File: config.mk
export PLATFORM = sky130hd
export DESIGN_NAME = sio_reg_file
export DESIGN_NICKNAME = d
export VERILOG_FILES = /design/src/rtl/sio_reg_file.sv
export SDC_FILE = /design/constraint.sdc
export NUM_CORES = 1
export LEC_CHECK = 0
export BUFFER_PORTS_ARGS = -buffer_cell sky130_fd_sc_hd__buf_2
export CORE_MARGIN = 2
export CORE_UTILIZATION = 49
export CTS_CLUSTER_DIAMETER = 120
export CTS_CLUSTER_SIZE = 16
export DETAILED_ROUTE_END_ITERATION = 16
export GPL_TIMING_DRIVEN = 1
export HOLD_SLACK_MARGIN = 0.05
export PLACE_DENSITY = 0.84
export SLEW_MARGIN = 20
export SYNTH_ARGS = -nofsm -noshare
export SYNTH_HDL_FRONTEND = slang
export SYNTH_SLANG_ARGS = --single-unit
File: constraint.sdc
create_clock -name clk -period 2 [get_ports clk]
set_input_delay 0.4 -clock clk [delete_from_list [all_inputs] [get_ports clk]]
set_output_delay 0.4 -clock clk [all_outputs]
set_load 0.1 [all_outputs]
File: src/rtl/sio_reg_file.sv
module sio_reg_file #(
  parameter int ADDR_W       = 8,
  parameter int STRIDE_SHIFT = 2,
  parameter logic [15:0] DIV_RESET = 16'd12,
  parameter logic [7:0]  LCR_RESET = 8'h03
) (
  input  logic              clk,
  input  logic              rst_n,
  input  logic              bus_sel,
  input  logic              bus_wr,
  input  logic [ADDR_W-1:0] bus_addr,
  input  logic [7:0]        bus_wdata,
  output logic [7:0]        bus_rdata,
  output logic              tx_valid,
  output logic [7:0]        tx_byte,
  input  logic              rx_valid,
  input  logic [7:0]        rx_byte,
  output logic [15:0]       divisor,
  output logic [7:0]        line_ctrl,
  output logic              loopback,
  output logic              irq
);
  localparam int IDX_W = 3;

  logic [IDX_W-1:0] idx;
  logic [3:0] ier;
  logic [4:0] mcr;
  logic [7:0] scratch, hold;
  logic       fifo_on, rx_ready, thre;
  logic       rd_en, wr_en, dlab, rx_int, tx_int;
  logic [3:0] iir_id;
  logic [7:0] iir, lsr, rd_mux;

  assign idx    = bus_addr[STRIDE_SHIFT +: IDX_W];
  assign rd_en  = bus_sel && !bus_wr;
  assign wr_en  = bus_sel && bus_wr;
  assign dlab   = line_ctrl[7];
  assign rx_int = ier[0] && rx_ready;
  assign tx_int = ier[1] && thre;
  assign iir_id = rx_int ? 4'h4 : (tx_int ? 4'h2 : 4'h1);
  assign iir    = {{2{fifo_on}}, 2'b00, iir_id};
  assign lsr    = {1'b0, 1'b1, 1'b1, 4'b0000, rx_ready};
  assign loopback = mcr[4];
  assign irq    = (rx_int || tx_int) && mcr[3];

  always_comb begin
    case (idx)
      3'd0:    rd_mux = dlab ? divisor[7:0] : (rx_ready ? hold : 8'h00);
      3'd1:    rd_mux = dlab ? divisor[15:8] : {4'h0, ier};
      3'd2:    rd_mux = iir;
      3'd3:    rd_mux = line_ctrl;
      3'd4:    rd_mux = {3'b000, mcr};
      3'd5:    rd_mux = lsr;
      3'd6:    rd_mux = 8'hB0;
      default: rd_mux = scratch;
    endcase
  end

  always_ff @(posedge clk or negedge rst_n) begin
    if (!rst_n) begin
      divisor   <= DIV_RESET;
      line_ctrl <= LCR_RESET;
      ier       <= '0;
      mcr       <= '0;
      scratch   <= '0;
      hold      <= '0;
      fifo_on   <= 1'b0;
      rx_ready  <= 1'b0;
      thre      <= 1'b0;
      tx_valid  <= 1'b0;
      tx_byte   <= '0;
      bus_rdata <= '0;
    end else begin
      tx_valid <= 1'b0;
      if (rd_en) begin
        bus_rdata <= rd_mux;
        if (idx == 3'd0 && !dlab) rx_ready <= 1'b0;
        if (idx == 3'd2 && !rx_int && tx_int) thre <= 1'b0;
      end
      if (wr_en) begin
        case (idx)
          3'd0: begin
            if (dlab) divisor[7:0] <= bus_wdata;
            else begin
              thre <= 1'b1;
              if (loopback) begin
                hold     <= bus_wdata;
                rx_ready <= 1'b1;
              end else begin
                tx_valid <= 1'b1;
                tx_byte  <= bus_wdata;
              end
            end
          end
          3'd1: begin
            if (dlab) divisor[15:8] <= bus_wdata;
            else begin
              if (!ier[1] && bus_wdata[1]) thre <= 1'b1;
              ier <= bus_wdata[3:0];
            end
          end
          3'd2: fifo_on   <= bus_wdata[0];
          3'd3: line_ctrl <= bus_wdata;
          3'd4: mcr       <= bus_wdata[4:0];
          3'd7: scratch   <= bus_wdata;
          default: ;
        endcase
      end
      if (rx_valid) begin
        hold     <= rx_byte;
        rx_ready <= 1'b1;
      end
    end
  end
endmodule

==> results_dict.tcl <==
set metrics [dict create \
    synth_edf_count 0 \
    num-fill-cells 526 \
    setup_viol 0 \
    num_vias 2570 \
    rr_worst_depth 5 \
    r2r_start "line_ctrl[7]" \
    cts_tree "done" \
    die_w_um 85.2 \
    cts.sinks 69 \
    finalWorstPathRequiredPeriod_ns 1.90 \
    whs_path_depth 3 \
    min_to "hold[6]" \
    crit_start "rx_ready" \
    min-delay-start "rx_byte[6]" \
    syn_avg_cell_area_um2 11.8 \
    grt_max_degree 29 \
    critPathKind "flop to output port" \
    detail_route.wl_per_cell_um 18.6 \
    num_antenna_cells 0 \
    ant_nets 0 \
    drtIter0Drc 268 \
    place_area_um2 3820 \
    reg2reg_setup_slack_ns 0.20 \
    synthTopCellsByArea "dfrtp_1, mux2_2, o21ai_0" \
    fmax_ghz 0.527 \
    ys_ff_latch 69 \
    ios 72 \
    gr-total-overflow 0 \
    leakage_nw 1.92 \
    final.setup_skew_ns 0.00545 \
    status "finished clean" \
    arrival_ns 1.50 \
    grt_pass1_wl_um 13300 \
    multi_input_area_um2 1420 \
    cp_max_fo 4 \
    area_growth_pct 24.2 \
    ctsRootBufferMaster "clkbuf_8" \
    drive_above_1_share_pct 45.9 \
    drc 0 \
    synth_top_area_cell "dfrtp_1" \
    place_congestion 0.911 \
    clock_path_buffers 2 \
    synth_area_um2 3230 \
    core_um2 6350 \
    start_kind "flop" \
    power_w 0.00518 \
    synth_top_area_share_pct 50.4 \
    period_share_pct 94.9 \
    stdcell_count 441 \
    die-area_um2 7260 \
    final_cell_mix "dfrtp_1, buf_2, mux2_2" \
    ys_async_sr_fraction_pct 100 \
    syn_nets 302 \
    grt_pass1_vias 2579 \
    die_h_um 85.2 \
    ff_latch_area_um2 1730 \
    post_cts_buffers 0 \
    place_hpwl_um 5970 \
    antenna_found_initial 0 \
    rows 29 \
    gr-usage-all-layers_pct 23.7 \
    rsz0062_at_grt "false" \
    seq_area_frac_synth_pct 53.6 \
    yosysWarnings 0 \
    slew_violations 0 \
    dp_cells 424 \
    ir_drop_mv 0.921 \
    synthFlopType "dfrtp_1" \
    floorplan.initialDensity_pct 50.9 \
    slew_headroom_pct 66.4 \
    fin_nets 388 \
    final_cell_area_um2 4010 \
    htreeDepth 3 \
    drt_pass1_iterations 4 \
    finalHoldViolCount 0 \
    tightest_slew_ns 0.504 \
    numCtsBuffers 9 \
    wirelength_um 8190 \
    clk_latency_ns 0.34 \
    hold_slack_ns 0.262 \
    cp.required_ns 1.60 \
    drv_cap 0 \
    setup-tns-final_ns 0 \
    crit_path_end_kind "output port" \
    synth_cell_types 42 \
    portBuffers 66 \
    postSynthCellCount 273 \
    hold_class "primary input to flop" \
    path_clk_slew_ns 0.08 \
    r2r-end "bus_rdata[2]" \
    viasPerCell 5.83 \
    pwr_density_cell_nw_per_um2 1290 \
]
[layer usage]
metal | wire, µm | part of all wire (%) | global-route usage (%)
met1 | 3470 | 42 | 32.6
met2 | 4020 | 49 | 36.8
met3 | 551 | 6.7 | 4.96
met4 | 150 | 1.8 | 9.52
met5 | 0 | 0 | 0
[cell usage after synthesis, drive strengths merged (3+ instances only)]
library cell / instances
mux2: 51
a21oi: 6
dfstp: 4
o21ai: 24
nand2: 30
nor2b: 4
buf: 8
clkbuf: 7
dfrtp: 65
a31oi: 5
nor2: 6
or3: 5
inv: 3
a22oi: 6
nand3: 7
mux2i: 10
[how the worst max path moves through the flow]
stage,endpoint,cells past startpoint
3_3_place_gp,tx_byte[4],5
2_1_floorplan,divisor[12],4
6_report,irq,4
3_5_place_dp,tx_byte[7],5
5_1_grt,irq,4
4_1_cts,irq,4
[layout make-up]
| type | instances | area share [%] |
|---|---|---|
| sequential | 69 | 43.2 |
| multi-input combinational | 186 | 35.3 |
| timing repair buffer | 90 | 14.5 |
| inverter | 3 | 0.281 |
| tap | 77 | 2.40 |
| clock inverter | 6 | 1.19 |
| clock buffer | 10 | 3.18 |
[worst max-delay path, cell delays in order (launching register included)]
cell	delay (ns)
dfrtp_1	0.45
nand2_1	0.16
nand2_1	0.10
and2_1	0.13
clkbuf_4	0.33
[per-stage QoR]
| step | utilization, % | setup WS (ns) |
|---|---|---|
| floorplan | - | 0.0773 |
| global route | 63.2 | 0.0417 |
| global placement | 60.2 | 0.0642 |
| finish | 63.2 | 0.101 |
| detailed placement | 60.2 | 0.0356 |
| CTS | 63.1 | 0.0164 |
[where the power goes]
group	internal, W	switching, W
sequential	0.00169	0.000209
clock	0.000460	0.000537
combinational	0.000486	0.00179
[cell families after synthesis]
group	synth area share [%]
simple gates	10.6
flops	53.6
buf+inv	2.56
compound gates	12.4
mux	20.9
[state kept, by name (all words and copies together), names as in the netlist]
| name | count |
|---|---|
| ier | 4 |
| fifo_on | 1 |
| line_ctrl | 8 |
| hold | 8 |
| bus_rdata | 8 |
| tx_byte | 8 |
| thre | 1 |
| tx_valid | 1 |
| rx_ready | 1 |
| divisor | 16 |
| mcr | 5 |
| scratch | 8 |
[what timing repair did]
item                                    in CTS  in global routing
resized for setup                            0                  2
hold buffers                                 1                  0
endpoints found under the setup margin       0                  2
hold endpoints to repair                    15                  0
(Power assumes the default switching activity.)
